--- config.mk ---
export PLATFORM = sky130hd
export DESIGN_NAME = sar_adc_ctrl
export DESIGN_NICKNAME = d
export VERILOG_FILES = /design/src/rtl/sar_adc_pkg.sv /design/src/rtl/sar_adc_regs.sv /design/src/rtl/sar_adc_seq.sv /design/src/rtl/sar_adc_ctrl.sv
export SDC_FILE = /design/constraint.sdc
export NUM_CORES = 1
export LEC_CHECK = 0
export ABC_AREA = 0
export BUFFER_PORTS_ARGS = -buffer_cell sky130_fd_sc_hd__buf_4
export CELL_PAD_IN_SITES_DETAIL_PLACEMENT = 2
export CELL_PAD_IN_SITES_GLOBAL_PLACEMENT = 2
export CORE_AREA = 5 5 86 88
export CTS_CLUSTER_SIZE = 10
export DETAILED_ROUTE_END_ITERATION = 12
export DIE_AREA = 0 0 91 93
export HOLD_SLACK_MARGIN = 0.03
export PLACE_DENSITY_LB_ADDON = 0.1
export SETUP_SLACK_MARGIN = 0.02
export SYNTH_ARGS = -nofsm -noshare
export SYNTH_HDL_FRONTEND = slang
export SYNTH_HIERARCHICAL = 1
export SYNTH_SLANG_ARGS = --single-unit
--- constraint.sdc ---
create_clock -name clk -period 1.9 [get_ports clk]
set_input_delay 0.095 -clock clk [delete_from_list [all_inputs] [get_ports clk]]
set_output_delay 0.095 -clock clk [all_outputs]
set_load 0.05 [all_outputs]
--- src/rtl/sar_adc_pkg.sv ---
// Package: shared constants and types for the successive-approximation controller.
// Assumes an 8-bit register bus with the result and control registers at fixed offsets.
package sar_adc_pkg;
    localparam int OFS_RESULT = 8;   // read-only result register offset
    localparam int OFS_CTRL   = 9;   // control/status register offset
    localparam int CHAN_W     = 4;   // channel field width
    localparam int CTL_DONE   = 7;   // completion flag bit
    localparam int CTL_CLKSEL = 6;   // clock-select bit
    localparam int CTL_ON     = 5;   // converter enable bit

    typedef enum logic [1:0] {
        ST_IDLE    = 2'd0,
        ST_SAMPLE  = 2'd1,
        ST_SETTLE  = 2'd2,
        ST_COMPARE = 2'd3
    } seq_state_e;
endpackage

--- src/rtl/sar_adc_regs.sv ---
// Module: register file and bus decode for the converter.
// Holds the control fields, the completion flag and the result; control writes
// take priority over a finishing conversion. Assumes reads are combinational.
module sar_adc_regs
    import sar_adc_pkg::*;
#(
    parameter int DATA_W = 8,
    parameter int ADDR_W = 4
) (
    input  logic              clk,
    input  logic              rst_n,
    input  logic [ADDR_W-1:0] bus_addr,
    input  logic              bus_wr,
    input  logic [DATA_W-1:0] bus_wdata,
    output logic [DATA_W-1:0] bus_rdata,
    input  logic              conv_done,
    input  logic [DATA_W-1:0] conv_val,
    output logic              ctrl_wr,
    output logic              wr_on,
    output logic              done_q,
    output logic              on_q,
    output logic [CHAN_W-1:0] chan_q,
    output logic [DATA_W-1:0] result_q
);
    localparam logic [ADDR_W-1:0] A_RES  = ADDR_W'(OFS_RESULT);
    localparam logic [ADDR_W-1:0] A_CTRL = ADDR_W'(OFS_CTRL);

    logic clksel_q;
    logic unused_wbits;
    logic [DATA_W-1:0] ctrl_view;

    // Decode a control-register write and the enable bit it carries.
    assign ctrl_wr = bus_wr && (bus_addr == A_CTRL);
    assign wr_on   = bus_wdata[CTL_ON];
    assign unused_wbits = bus_wdata[CTL_DONE] ^ bus_wdata[CHAN_W];

    // Update fields on a control write; otherwise capture a finished conversion.
    always_ff @(posedge clk) begin
        if (!rst_n) begin
            done_q   <= 1'b0;
            on_q     <= 1'b0;
            clksel_q <= 1'b0;
            chan_q   <= '0;
            result_q <= '0;
        end else if (ctrl_wr) begin
            done_q   <= 1'b0;
            on_q     <= bus_wdata[CTL_ON];
            clksel_q <= bus_wdata[CTL_CLKSEL];
            chan_q   <= bus_wdata[CHAN_W-1:0];
        end else if (conv_done) begin
            done_q   <= 1'b1;
            result_q <= conv_val;
        end
    end

    // Assemble the control register as software reads it.
    always_comb begin
        ctrl_view             = '0;
        ctrl_view[CHAN_W-1:0] = chan_q;
        ctrl_view[CTL_ON]     = on_q;
        ctrl_view[CTL_CLKSEL] = clksel_q;
        ctrl_view[CTL_DONE]   = done_q;
    end

    // Read multiplexer; unmapped offsets read zero.
    always_comb begin
        if (bus_addr == A_RES)       bus_rdata = result_q;
        else if (bus_addr == A_CTRL) bus_rdata = ctrl_view;
        else                         bus_rdata = '0;
    end
endmodule

--- src/rtl/sar_adc_seq.sv ---
// Module: binary-search sequencer.
// Samples for SAMPLE_CYC cycles, then trials each bit MSB first with one settle
// and one compare cycle. A restart aborts at any point. Assumes cmp_in is valid
// in the compare cycle for the code on dac_code.
module sar_adc_seq
    import sar_adc_pkg::*;
#(
    parameter int WIDTH      = 8,
    parameter int SAMPLE_CYC = 4
) (
    input  logic             clk,
    input  logic             rst_n,
    input  logic             restart,
    input  logic             start_on,
    input  logic             cmp_in,
    output logic [WIDTH-1:0] dac_code,
    output logic             sample_en,
    output logic             conv_done,
    output logic [WIDTH-1:0] conv_val
);
    localparam int CNT_W = (SAMPLE_CYC > 1) ? $clog2(SAMPLE_CYC) : 1;
    localparam int IDX_W = (WIDTH > 1) ? $clog2(WIDTH) : 1;
    localparam logic [IDX_W-1:0] TOP_IDX = IDX_W'(WIDTH - 1);

    seq_state_e       state_q;
    logic [CNT_W-1:0] cnt_q;
    logic [IDX_W-1:0] idx_q;
    logic [WIDTH-1:0] sar_q;
    logic [WIDTH-1:0] trial_mask;
    logic [WIDTH-1:0] sar_kept;

    // One-hot mask of the bit currently on trial.
    for (genvar g = 0; g < WIDTH; g++) begin : g_mask
        assign trial_mask[g] = (idx_q == IDX_W'(g));
    end

    // Keep or drop the trial bit according to the comparator.
    assign sar_kept  = cmp_in ? sar_q : (sar_q & ~trial_mask);
    assign dac_code  = sar_q;
    assign sample_en = (state_q == ST_SAMPLE);
    assign conv_done = (state_q == ST_COMPARE) && (idx_q == '0) && !restart;
    assign conv_val  = sar_kept;

    // Sequence state, sample counter, bit index and approximation register.
    always_ff @(posedge clk) begin
        if (!rst_n) begin
            state_q <= ST_IDLE;
            cnt_q   <= '0;
            idx_q   <= '0;
            sar_q   <= '0;
        end else if (restart) begin
            state_q <= start_on ? ST_SAMPLE : ST_IDLE;
            cnt_q   <= CNT_W'(SAMPLE_CYC - 1);
            idx_q   <= TOP_IDX;
            sar_q   <= '0;
        end else begin
            unique case (state_q)
                ST_IDLE: begin
                    sar_q <= '0;
                end
                ST_SAMPLE: begin
                    if (cnt_q == '0) begin
                        state_q <= ST_SETTLE;
                        idx_q   <= TOP_IDX;
                        sar_q   <= {1'b1, {(WIDTH-1){1'b0}}};
                    end else begin
                        cnt_q <= cnt_q - 1'b1;
                    end
                end
                ST_SETTLE: begin
                    state_q <= ST_COMPARE;
                end
                ST_COMPARE: begin
                    if (idx_q == '0) begin
                        state_q <= ST_IDLE;
                        sar_q   <= '0;
                    end else begin
                        state_q <= ST_SETTLE;
                        idx_q   <= idx_q - 1'b1;
                        sar_q   <= sar_kept | (trial_mask >> 1);
                    end
                end
                default: state_q <= ST_IDLE;
            endcase
        end
    end
endmodule

--- src/rtl/sar_adc_ctrl.sv ---
// Module: top of the converter control logic.
// Joins the register file and the sequencer. A control write restarts the
// sequencer; the analog parts sit outside and close the loop through cmp_in.
module sar_adc_ctrl
    import sar_adc_pkg::*;
#(
    parameter int DATA_W     = 8,
    parameter int ADDR_W     = 4,
    parameter int SAMPLE_CYC = 4
) (
    input  logic              clk,
    input  logic              rst_n,
    input  logic [ADDR_W-1:0] bus_addr,
    input  logic              bus_wr,
    input  logic [DATA_W-1:0] bus_wdata,
    output logic [DATA_W-1:0] bus_rdata,
    output logic [CHAN_W-1:0] chan_sel,
    output logic              sample_en,
    output logic [DATA_W-1:0] dac_code,
    input  logic              cmp_in
);
    logic              ctrl_wr;
    logic              wr_on;
    logic              done_q;
    logic              on_q;
    logic [DATA_W-1:0] result_q;
    logic              conv_done;
    logic [DATA_W-1:0] conv_val;

    sar_adc_regs #(.DATA_W(DATA_W), .ADDR_W(ADDR_W)) u_regs (
        .clk(clk), .rst_n(rst_n),
        .bus_addr(bus_addr), .bus_wr(bus_wr), .bus_wdata(bus_wdata),
        .bus_rdata(bus_rdata),
        .conv_done(conv_done), .conv_val(conv_val),
        .ctrl_wr(ctrl_wr), .wr_on(wr_on),
        .done_q(done_q), .on_q(on_q), .chan_q(chan_sel), .result_q(result_q)
    );

    sar_adc_seq #(.WIDTH(DATA_W), .SAMPLE_CYC(SAMPLE_CYC)) u_seq (
        .clk(clk), .rst_n(rst_n),
        .restart(ctrl_wr), .start_on(wr_on), .cmp_in(cmp_in),
        .dac_code(dac_code), .sample_en(sample_en),
        .conv_done(conv_done), .conv_val(conv_val)
    );
endmodule

==> report_table.html, run 1 <==
<table>
<tr><th>Metric</th><th>Value</th></tr>
<tr><th colspan="2">Power and ir drop</th></tr>
<tr><td>Proportion of power drawn by the clock network</td><td>37.7%</td></tr>
<tr><td>Power share of the sequential group</td><td>50.0%</td></tr>
<tr><td>Worst IR Drop VDD</td><td>215 uV</td></tr>
<tr><td>Total Power</td><td>1.30 mW</td></tr>
<tr><td>Internal power of the cells</td><td>0.956 mW</td></tr>
<tr><td>Leakage dissipation</td><td>between 0.9 and 1 nW</td></tr>
<tr><td>Net switching power of the design</td><td>0.341 mW</td></tr>
<tr><td>Pwr Density</td><td>around 550 mW/mm2</td></tr>
<tr><td>Switching share of power</td><td>a little over a quarter</td></tr>
<tr><td>Combinational power share</td><td>12.3%</td></tr>
<tr><th colspan="2">Floorplan</th></tr>
<tr><td>Vertical die dimension</td><td>93 um</td></tr>
<tr><td>I/O pin total</td><td>37</td></tr>
<tr><td>Die Area</td><td>0.00846 mm2</td></tr>
<tr><td># rows</td><td>30</td></tr>
<tr><td>Core region area</td><td>around 0.0066 mm2</td></tr>
<tr><td>Die boundary width</td><td>just over 90 um</td></tr>
<tr><td>Initial Utilization</td><td>roughly 29%</td></tr>
<tr><th colspan="2">Routing</th></tr>
<tr><td>Met1 wire length</td><td>2560 um</td></tr>
<tr><td>Top sig layer</td><td>met4</td></tr>
<tr><td>Final antenna-violating net count</td><td>0</td></tr>
<tr><td>Via/cell ratio</td><td>5.20</td></tr>
<tr><td>Drt drc</td><td>0</td></tr>
<tr><td>Wirelength, routed</td><td>5590 um</td></tr>
<tr><td>Met2 wire len</td><td>2710 um</td></tr>
<tr><td>Met3 wire len</td><td>approximately 240 um</td></tr>
<tr><td>Post-detailed-route wirelength per cell</td><td>16.8 um</td></tr>
<tr><td>Initial DRT Pass Iterations</td><td>4</td></tr>
<tr><td>First DRT Iteration DRCs</td><td>53</td></tr>
<tr><td>Vias</td><td>1731</td></tr>
<tr><th colspan="2">Cells and area</th></tr>
<tr><td>Total of fill cells in the finished design</td><td>approximately 770</td></tr>
<tr><td>Layout cell share with drive strength beyond 1</td><td>about a quarter</td></tr>
<tr><td>Total non-filler cell area in the finished layout</td><td>0.00234 mm2</td></tr>
<tr><td>Non-filler instance count after layout</td><td>333</td></tr>
<tr><td>Final #Nets</td><td>275</td></tr>
<tr><td>Synthesis-to-layout area growth</td><td>24.2%</td></tr>
<tr><td>Antenna cells</td><td>0</td></tr>
<tr><th colspan="2">Synth</th></tr>
<tr><td>Number of flops mapped to enable cells by yosys</td><td>0</td></tr>
<tr><td>Netlist area before placement</td><td>0.00188 mm2</td></tr>
<tr><td>Net Count, Synth</td><td>~240</td></tr>
<tr><td>Unique cell type count in the Yosys netlist</td><td>50</td></tr>
<tr><td>Top flip-flop cell by instance count after synthesis</td><td>sky130_fd_sc_hd__dfxtp_1</td></tr>
<tr><td>Total of flip-flops plus latches after synthesis</td><td>30</td></tr>
<tr><td>Part of the Yosys area used for sequential elements</td><td>31.9%</td></tr>
<tr><td>Avg Synthesized Cell Area</td><td>8.85 um2</td></tr>
<tr><td>Number of instances in the synthesized netlist</td><td>213</td></tr>
<tr><td>Yosys warns</td><td>6</td></tr>
<tr><td>Async S/R FF share, synth</td><td>0%</td></tr>
<tr><th colspan="2">Setup path</th></tr>
<tr><td>Buf/Inv on CP</td><td>1</td></tr>
<tr><td>Cell-by-cell listing of the critical path</td><td>inv_1 -&gt; ha_1 -&gt; or3b_1 -&gt; and2_1 -&gt; and2_1 -&gt; a31oi_1 -&gt; o311ai_1</td></tr>
<tr><td>Largest fanout on the critical path</td><td>4</td></tr>
<tr><td>Startpoint type of the worst setup path</td><td>flip-flop</td></tr>
<tr><td>Arrival time of data at the critical path endpoint</td><td>1.92 ns</td></tr>
<tr><td>Required time at the endpoint of the critical path</td><td>a little over 2 ns</td></tr>
<tr><td>CP most frequent cell</td><td>sky130_fd_sc_hd__and2_1</td></tr>
<tr><td>Delay of the slowest critical-path stage</td><td>0.36 ns</td></tr>
<tr><td>Cell at the slowest stage of the critical path</td><td>sky130_fd_sc_hd__dfxtp_1</td></tr>
<tr><td>Logic depth of the worst path, buffers included</td><td>7</td></tr>
<tr><td>Worst reg-to-reg path cell count</td><td>7</td></tr>
<tr><td>Worst Setup SP</td><td>u_seq/idx_q[1]</td></tr>
<tr><td>Critical setup path kind</td><td>reg2reg</td></tr>
<tr><td>Delay-heaviest family, CP</td><td>simple AND/OR/NAND/NOR gates</td></tr>
<tr><td>Capture point of the worst reg-to-reg path</td><td>u_regs/result_q[1]</td></tr>
<tr><td>Launch instance of the worst register-to-register path</td><td>u_seq/idx_q[1]</td></tr>
<tr><td>FF-to-FF setup slack</td><td>approximately 0.14 ns</td></tr>
<tr><td>Worst Setup End Kind</td><td>flip-flop</td></tr>
<tr><td>Worst Setup EP</td><td>u_regs/result_q[1]</td></tr>
<tr><th colspan="2">STA</th></tr>
<tr><td>Hold Violations, Final</td><td>0</td></tr>
<tr><td>Accumulated negative setup slack</td><td>0 ns</td></tr>
<tr><td>Final setup vio count</td><td>0</td></tr>
<tr><td>Post-route clock period utilization</td><td>a little over 90%</td></tr>
<tr><td>Worst slew pin tran</td><td>0.502 ns</td></tr>
<tr><td>Slew margin rel.</td><td>66.5%</td></tr>
<tr><td>Max-slew violation total from the final report</td><td>0</td></tr>
<tr><td>RSZ-0062 raised after global routing</td><td>false</td></tr>
<tr><td>Final worst-path setup slack</td><td>approximately 0.14 ns</td></tr>
<tr><td>Peak clock frequency supported by timing</td><td>0.568 GHz</td></tr>
<tr><td>Maximum clock skew at final layout</td><td>0.00512 ns</td></tr>
<tr><td>Time the final worst path needs with I/O delays and setup</td><td>1.76 ns</td></tr>
<tr><th colspan="2">CTS</th></tr>
<tr><td>Clock-pin transition on the worst setup and hold timing paths</td><td>0.07 ns</td></tr>
<tr><td>Clock sink total</td><td>30</td></tr>
<tr><td>Depth of the CTS H-tree</td><td>2</td></tr>
<tr><td>Cell chosen for the clock root</td><td>sky130_fd_sc_hd__clkbuf_8</td></tr>
<tr><td>Clock latency at the later pin of the worst-skew pair</td><td>~0.28 ns</td></tr>
<tr><td>TritonCTS clock tree</td><td>done</td></tr>
<tr><td>Number of clock buffers inserted by TritonCTS</td><td>5</td></tr>
<tr><td>Number of buffers between clock root and the deepest sink</td><td>2</td></tr>
<tr><th colspan="2">Run</th></tr>
<tr><td>Max_cap viols</td><td>0</td></tr>
<tr><th colspan="2">Placed design</th></tr>
<tr><td>Last weighted congestion value of the routability-driven placer</td><td>0.785</td></tr>
<tr><td>Cell area after placement</td><td>0.00221 mm2</td></tr>
<tr><td>Placed instance count</td><td>322</td></tr>
<tr><td>Setup slack after placement</td><td>0.0654 ns</td></tr>
<tr><td>Half-perimeter wire length after placement</td><td>4060 um</td></tr>
<tr><td>Port buffer count</td><td>34</td></tr>
<tr><th colspan="2">Global route</th></tr>
<tr><td>Final global-route overflow total</td><td>0</td></tr>
<tr><td>Wire length of the first global-routing pass</td><td>9180 um</td></tr>
<tr><td>Initial antenna violation count</td><td>0</td></tr>
<tr><td>Vias in the first global route</td><td>roughly 1800</td></tr>
<tr><td>Total routing resource utilization after global routing</td><td>about an eighth</td></tr>
<tr><td>Maximum number of pins on one net before global-route repair</td><td>54</td></tr>
<tr><th colspan="2">Outcome</th></tr>
<tr><td>Result of the run</td><td>completed</td></tr>
<tr><th colspan="2">Hold path</th></tr>
<tr><td>HP Class</td><td>in2reg</td></tr>
</table>
==> through the flow <==
| stage | hold slack [ns] | util (%) |
|---|---|---|
| floorplan | 0.212 | - |
| global placement | 0.357 | 33.7 |
| detailed placement | 0.360 | 33.7 |
| CTS | 0.0554 | 34.8 |
| global route | 0.0616 | 35.6 |
| finish | 0.0656 | 35.6 |
==> cells in the mapped netlist (5+ instances only) <==
cell | number | area [um2]
sky130_fd_sc_hd__and2_1 | 15 | 93.8
sky130_fd_sc_hd__o311ai_1 | 8 | 70.1
sky130_fd_sc_hd__mux2i_1 | 14 | 140
sky130_fd_sc_hd__a22oi_1 | 5 | 37.5
sky130_fd_sc_hd__and3b_1 | 9 | 78.8
sky130_fd_sc_hd__ha_1 | 6 | 75.1
sky130_fd_sc_hd__dfxtp_1 | 30 | 601
sky130_fd_sc_hd__o2bb2ai_1 | 5 | 43.8
sky130_fd_sc_hd__a31oi_1 | 9 | 56.3
sky130_fd_sc_hd__nand3_1 | 8 | 40.0
sky130_fd_sc_hd__inv_1 | 8 | 30.0
sky130_fd_sc_hd__nand2_1 | 24 | 90.1
sky130_fd_sc_hd__nor2_1 | 10 | 37.5
==> per-layer routing <==
layer  track usage, %  vias to the layer above
li1                 -                      852
met1             16.6                      840
met2             22.2                       31
met3             3.38                        8
met4             4.16                        0
met5                0                        -
==> what timing repair did <==
item,in CTS,in global routing
gates resized for setup,0,6
setup buffers,0,3
hold buffers,0,0
endpoints found under the setup margin,0,8
==> worst register-to-register path, stage by stage (launching register included) <==
cell and delay (ns):
sky130_fd_sc_hd__dfxtp_1 0.36, sky130_fd_sc_hd__inv_1 0.14, sky130_fd_sc_hd__ha_1 0.18, sky130_fd_sc_hd__or3b_1 0.36, sky130_fd_sc_hd__and2_1 0.17, sky130_fd_sc_hd__and2_1 0.15
sky130_fd_sc_hd__a31oi_1 0.17, sky130_fd_sc_hd__o311ai_1 0.11
==> power groups by stage <==
stage	logic [mW]	clock network, mW	registers (mW)
2_1_floorplan	0.0983	0	0.661
3_3_place_gp	0.148	0	0.662
3_5_place_dp	0.153	0	0.662
4_1_cts	0.153	0.529	0.647
5_1_grt	0.175	0.551	0.649
6_report	0.160	0.489	0.648
==> state kept, by name, summed over array words and instances, names as in the netlist <==
name	flops
u_regs/done_q	1
u_regs/result_q	8
u_seq/state_q	2
u_regs/clksel_q	1
u_seq/cnt_q	2
u_seq/dac_code	8
u_regs/on_q	1
u_regs/chan_q	4
u_seq/idx_q	3
==> worst min path at each step <==
| stage | from | to | slack (ns) | cells after the start |
|---|---|---|---|---|
| finish | bus_wdata[1] | u_regs/chan_q[1] | 0.07 | 3 |
| global route | bus_wdata[6] | u_regs/clksel_q | 0.06 | 3 |
| CTS | bus_wdata[1] | u_regs/chan_q[1] | 0.06 | 3 |
| detailed placement | bus_wdata[1] | u_regs/chan_q[1] | 0.36 | 3 |
| global placement | bus_wdata[1] | u_regs/chan_q[1] | 0.36 | 3 |
| floorplan | rst_n | u_seq/cnt_q[0] | 0.21 | 1 |
==> cells in the final DEF (no fill, tap or decap), types with 3 or more instances in the layout <==
| master | instances |
|---|---|
| sky130_fd_sc_hd__dfxtp_1 | 30 |
| sky130_fd_sc_hd__or3b_1 | 3 |
| sky130_fd_sc_hd__nor2_1 | 10 |
| sky130_fd_sc_hd__buf_4 | 46 |
| sky130_fd_sc_hd__a31oi_1 | 9 |
| sky130_fd_sc_hd__nand2_1 | 24 |
| sky130_fd_sc_hd__nand3b_1 | 4 |
| sky130_fd_sc_hd__ha_1 | 4 |
| sky130_fd_sc_hd__o311ai_1 | 8 |
| sky130_fd_sc_hd__mux2i_1 | 14 |
| sky130_fd_sc_hd__o2bb2ai_1 | 5 |
| sky130_fd_sc_hd__a22oi_1 | 5 |
| sky130_fd_sc_hd__o21ai_0 | 4 |
| sky130_fd_sc_hd__nand3_1 | 8 |
| sky130_fd_sc_hd__clkbuf_8 | 5 |
| sky130_fd_sc_hd__and2_1 | 15 |
| sky130_fd_sc_hd__o311a_1 | 3 |
| sky130_fd_sc_hd__inv_1 | 7 |
| sky130_fd_sc_hd__and3b_1 | 9 |
==> layout make-up <==
| type | instances | area (um2) | area share, % |
|---|---|---|---|
| inverters | 9 | 33.8 | 1.44 |
| clock buffers | 7 | 76.3 | 3.26 |
| well taps | 80 | 100 | 4.28 |
| flip-flops and latches | 30 | 601 | 25.7 |
| repair buffers | 48 | 362 | 15.4 |
| multi-input cells | 159 | 1170 | 49.9 |
==> logic make-up (layout without fill, tap and decap cells) <==
kind of cell | Yosys count | after routing | synth area share (%)
xor gates and xnor gates | 1 | 1 | 0.465
buffers and inverters | 24 | 64 | 7.77
DFF | 30 | 30 | 31.9
and+or+nand+nor | 90 | 90 | 28.8
AOI/OAI and AO/OA | 48 | 48 | 19.7
muxes | 14 | 14 | 7.44
adders and majority gates | 6 | 6 | 3.98
(Power assumes the default switching activity.)
==> run 2, diff against run 1 <==
- CELL_PAD_IN_SITES_DETAIL_PLACEMENT: 2 -> 1
- CELL_PAD_IN_SITES_GLOBAL_PLACEMENT: 2 -> 1
- CORE_AREA: 5 5 86 88 -> 5 5 80 82
- DIE_AREA: 0 0 91 93 -> 0 0 85 87
- clock period: 1.9 -> 2.3 ns (I/O delays scaled with it)
==> run 2 against run 1 <==
Setup slack better by 0.19 ns. Core utilization up 4.5 points. Hold slack better by 0.023 ns. Global-route usage up 0.54 points. Register-to-register slack better by 0.19 ns. Cell count down 3.9%. Sequential power down 17%. Via count down 5.7%. Fmax down 11%. Critical path depth up 1. Total power down 8.2%. Clock power up 11%. Critical path type unchanged.
==> report_table.html, run 2 (same netlist as run 1, synthesis figures left out) <==
<table>
<tr><th>Metric</th><th>Value</th></tr>
<tr><th colspan="2">Cells and area</th></tr>
<tr><td>Total of fill cells in the finished design</td><td>686</td></tr>
<tr><td>Final #Nets</td><td>267</td></tr>
<tr><td>Layout cell share with drive strength beyond 1</td><td>between 20% and 30%</td></tr>
<tr><td>Antenna cells</td><td>0</td></tr>
<tr><td>Highest-count cells in the layout ignoring fill and taps</td><td>40 x sky130_fd_sc_hd__buf_4, 30 x sky130_fd_sc_hd__dfxtp_1, 24 x sky130_fd_sc_hd__nand2_1</td></tr>
<tr><td>Non-filler instance count after layout</td><td>between 300 and 400</td></tr>
<tr><td>Most common cell after layout, fill and taps aside</td><td>sky130_fd_sc_hd__buf_4</td></tr>
<tr><td>Synthesis-to-layout area growth</td><td>20.9%</td></tr>
<tr><th colspan="2">Hold path</th></tr>
<tr><td>HP Class</td><td>in2reg</td></tr>
<tr><th colspan="2">STA</th></tr>
<tr><td>Accumulated negative setup slack</td><td>0 ns</td></tr>
<tr><td>Maximum clock skew at final layout</td><td>0.00589 ns</td></tr>
<tr><td>Max-slew violation total from the final report</td><td>0</td></tr>
<tr><td>Worst slew pin tran</td><td>between 0.4 and 0.5 ns</td></tr>
<tr><td>Slew margin rel.</td><td>67.6%</td></tr>
<tr><td>Final worst hold slack</td><td>0.0889 ns</td></tr>
<tr><td>Final worst-path setup slack</td><td>between 0.3 and 0.4 ns</td></tr>
<tr><td>RSZ-0062 raised after global routing</td><td>false</td></tr>
<tr><td>Post-route clock period utilization</td><td>between 80% and 90%</td></tr>
<tr><td>Time the final worst path needs with I/O delays and setup</td><td>between 1.5 and 2 ns</td></tr>
<tr><td>Peak clock frequency supported by timing</td><td>0.507 GHz</td></tr>
<tr><td>Final setup vio count</td><td>0</td></tr>
<tr><td>Hold Violations, Final</td><td>0</td></tr>
<tr><th colspan="2">CTS</th></tr>
<tr><td>Cell chosen for the clock root</td><td>sky130_fd_sc_hd__clkbuf_8</td></tr>
<tr><td>Clock sink total</td><td>30</td></tr>
<tr><td>Number of clock buffers inserted by TritonCTS</td><td>5</td></tr>
<tr><td>Clock-pin transition on the worst setup and hold timing paths</td><td>0.07 ns</td></tr>
<tr><td>Number of buffers between clock root and the deepest sink</td><td>2</td></tr>
<tr><td># resized after CTS</td><td>0</td></tr>
<tr><td>Clock latency at the later pin of the worst-skew pair</td><td>between 0.2 and 0.3 ns</td></tr>
<tr><td>Post-CTS Setup Inserts</td><td>0</td></tr>
<tr><td>TritonCTS clock tree</td><td>done</td></tr>
<tr><td>Hold-fix buffers, CTS</td><td>0</td></tr>
<tr><td>Depth of the CTS H-tree</td><td>2</td></tr>
<tr><th colspan="2">Global route</th></tr>
<tr><td>Maximum number of pins on one net before global-route repair</td><td>54</td></tr>
<tr><td>Total routing resource utilization after global routing</td><td>13.8%</td></tr>
<tr><td>Initial antenna violation count</td><td>0</td></tr>
<tr><td>Vias in the first global route</td><td>1692</td></tr>
<tr><td>Wire length of the first global-routing pass</td><td>8190 um</td></tr>
<tr><td>Final global-route overflow total</td><td>0</td></tr>
<tr><th colspan="2">Routing</th></tr>
<tr><td>Post-detailed-route wirelength per cell</td><td>15.3 um</td></tr>
<tr><td>Final antenna-violating net count</td><td>0</td></tr>
<tr><td>Drt drc</td><td>0</td></tr>
<tr><td>First DRT Iteration DRCs</td><td>60</td></tr>
<tr><td>Initial DRT Pass Iterations</td><td>4</td></tr>
<tr><td>Vias</td><td>1632</td></tr>
<tr><td>Wirelength, routed</td><td>4900 um</td></tr>
<tr><td>Via/cell ratio</td><td>5.10</td></tr>
<tr><th colspan="2">Power and ir drop</th></tr>
<tr><td>Proportion of power drawn by the clock network</td><td>45.5%</td></tr>
<tr><td>Switching share of power</td><td>a little under a quarter</td></tr>
<tr><td>Pwr Density</td><td>522 mW/mm2</td></tr>
<tr><td>Combinational power share</td><td>9.6%</td></tr>
<tr><td>Net switching power of the design</td><td>0.274 mW</td></tr>
<tr><td>Internal power of the cells</td><td>between 0.9 and 1 mW</td></tr>
<tr><td>Worst IR Drop VDD</td><td>285 uV</td></tr>
<tr><td>Power share of the sequential group</td><td>44.9%</td></tr>
<tr><td>Leakage dissipation</td><td>0.910 nW</td></tr>
<tr><td>Total Power</td><td>1.19 mW</td></tr>
<tr><th colspan="2">Floorplan</th></tr>
<tr><td>Die Area</td><td>0.00740 mm2</td></tr>
<tr><td># rows</td><td>28</td></tr>
<tr><td>Vertical die dimension</td><td>87 um</td></tr>
<tr><td>Die boundary width</td><td>85 um</td></tr>
<tr><td>I/O pin total</td><td>37</td></tr>
<tr><td>Core region area</td><td>0.00568 mm2</td></tr>
<tr><td>Initial Utilization</td><td>33.2%</td></tr>
<tr><th colspan="2">Setup path</th></tr>
<tr><td>Worst Setup End Kind</td><td>flip-flop</td></tr>
<tr><td>Startpoint type of the worst setup path</td><td>flip-flop</td></tr>
<tr><td>Largest fanout on the critical path</td><td>17</td></tr>
<tr><td>Required time at the endpoint of the critical path</td><td>between 2 and 2.5 ns</td></tr>
<tr><td>Arrival time of data at the critical path endpoint</td><td>2.12 ns</td></tr>
<tr><td>Critical setup path kind</td><td>reg2reg</td></tr>
<tr><th colspan="2">Placed design</th></tr>
<tr><td>Placed instance count</td><td>313</td></tr>
<tr><td>Half-perimeter wire length after placement</td><td>3570 um</td></tr>
<tr><td>Port buffer count</td><td>34</td></tr>
<tr><td>Last weighted congestion value of the routability-driven placer</td><td>0.741</td></tr>
<tr><td>Setup slack after placement</td><td>0.352 ns</td></tr>
<tr><th colspan="2">Outcome</th></tr>
<tr><td>Result of the run</td><td>completed</td></tr>
<tr><th colspan="2">Run</th></tr>
<tr><td>Max_cap viols</td><td>0</td></tr>
</table>
[run 2: cell types whose count changed in the layout (fill, tap and decap cells not counted), moves of 2 or more]
cell and change:
sky130_fd_sc_hd__ha_1 +2, sky130_fd_sc_hd__buf_4 -6, sky130_fd_sc_hd__nor3b_1 +2, sky130_fd_sc_hd__clkbuf_1 -2
[run 2: power by group through the flow]
stage               Clock, mW  Combinational (mW)  Sequential (mW)
floorplan                   0              0.0804            0.546
global placement            0               0.113            0.546
detailed placement          0               0.115            0.546
CTS                     0.562               0.115            0.535
global route            0.588               0.127            0.536
finish                  0.542               0.114            0.535
[run 2: area by class of cell]
class	count	area [um2]	area share [%]
Multi-Input combinational cell	159	1140	49.9
Tap cell	75	93.8	4.12
Inverter	9	33.8	1.48
Sequential cell	30	601	26.4
Clock inverter	1	30.0	1.32
Timing Repair Buffer	40	300	13.2
Clock buffer	6	82.6	3.62
[run 2: worst max-delay path, cell delays in order (launching register included)]
cell	delay, ns
sky130_fd_sc_hd__dfxtp_1	0.35
sky130_fd_sc_hd__inv_1	0.15
sky130_fd_sc_hd__ha_1	0.30
sky130_fd_sc_hd__nand2b_2	0.16
sky130_fd_sc_hd__nor3b_1	0.22
sky130_fd_sc_hd__buf_4	0.22
sky130_fd_sc_hd__and3b_1	0.19
sky130_fd_sc_hd__a31oi_1	0.13
sky130_fd_sc_hd__o311ai_1	0.13
[run 2: per-stage QoR]
stage / instance area (um2) / utilization (%)
2_1_floorplan: 1880 / -
3_3_place_gp: 2170 / 38.2
3_5_place_dp: 2170 / 38.2
4_1_cts: 2280 / 40.1
5_1_grt: 2280 / 40.1
6_report: 2280 / 40.1
[run 2: routing by layer]
layer / vias up / part of all wire, % / global-route usage, %
li1: 832 / - / -
met1: 780 / 46 / 16.7
met2: 18 / 50 / 24.0
met3: 2 / 3.0 / 3.31
met4: 0 / 0.61 / 4.32
met5: - / 0 / 0
[run 2: final timing paths]
| check | slack (ns) | from | end | cells past startpoint |
|---|---|---|---|---|
| max | 0.33 | u_seq/idx_q[0] | u_regs/result_q[3] | 8 |
| min | 0.09 | bus_wdata[1] | u_regs/chan_q[1] | 3 |
| max reg2reg | 0.33 | u_seq/idx_q[0] | u_regs/result_q[3] | 8 |
| min reg2reg | 0.47 | u_regs/on_q | u_regs/on_q | 2 |
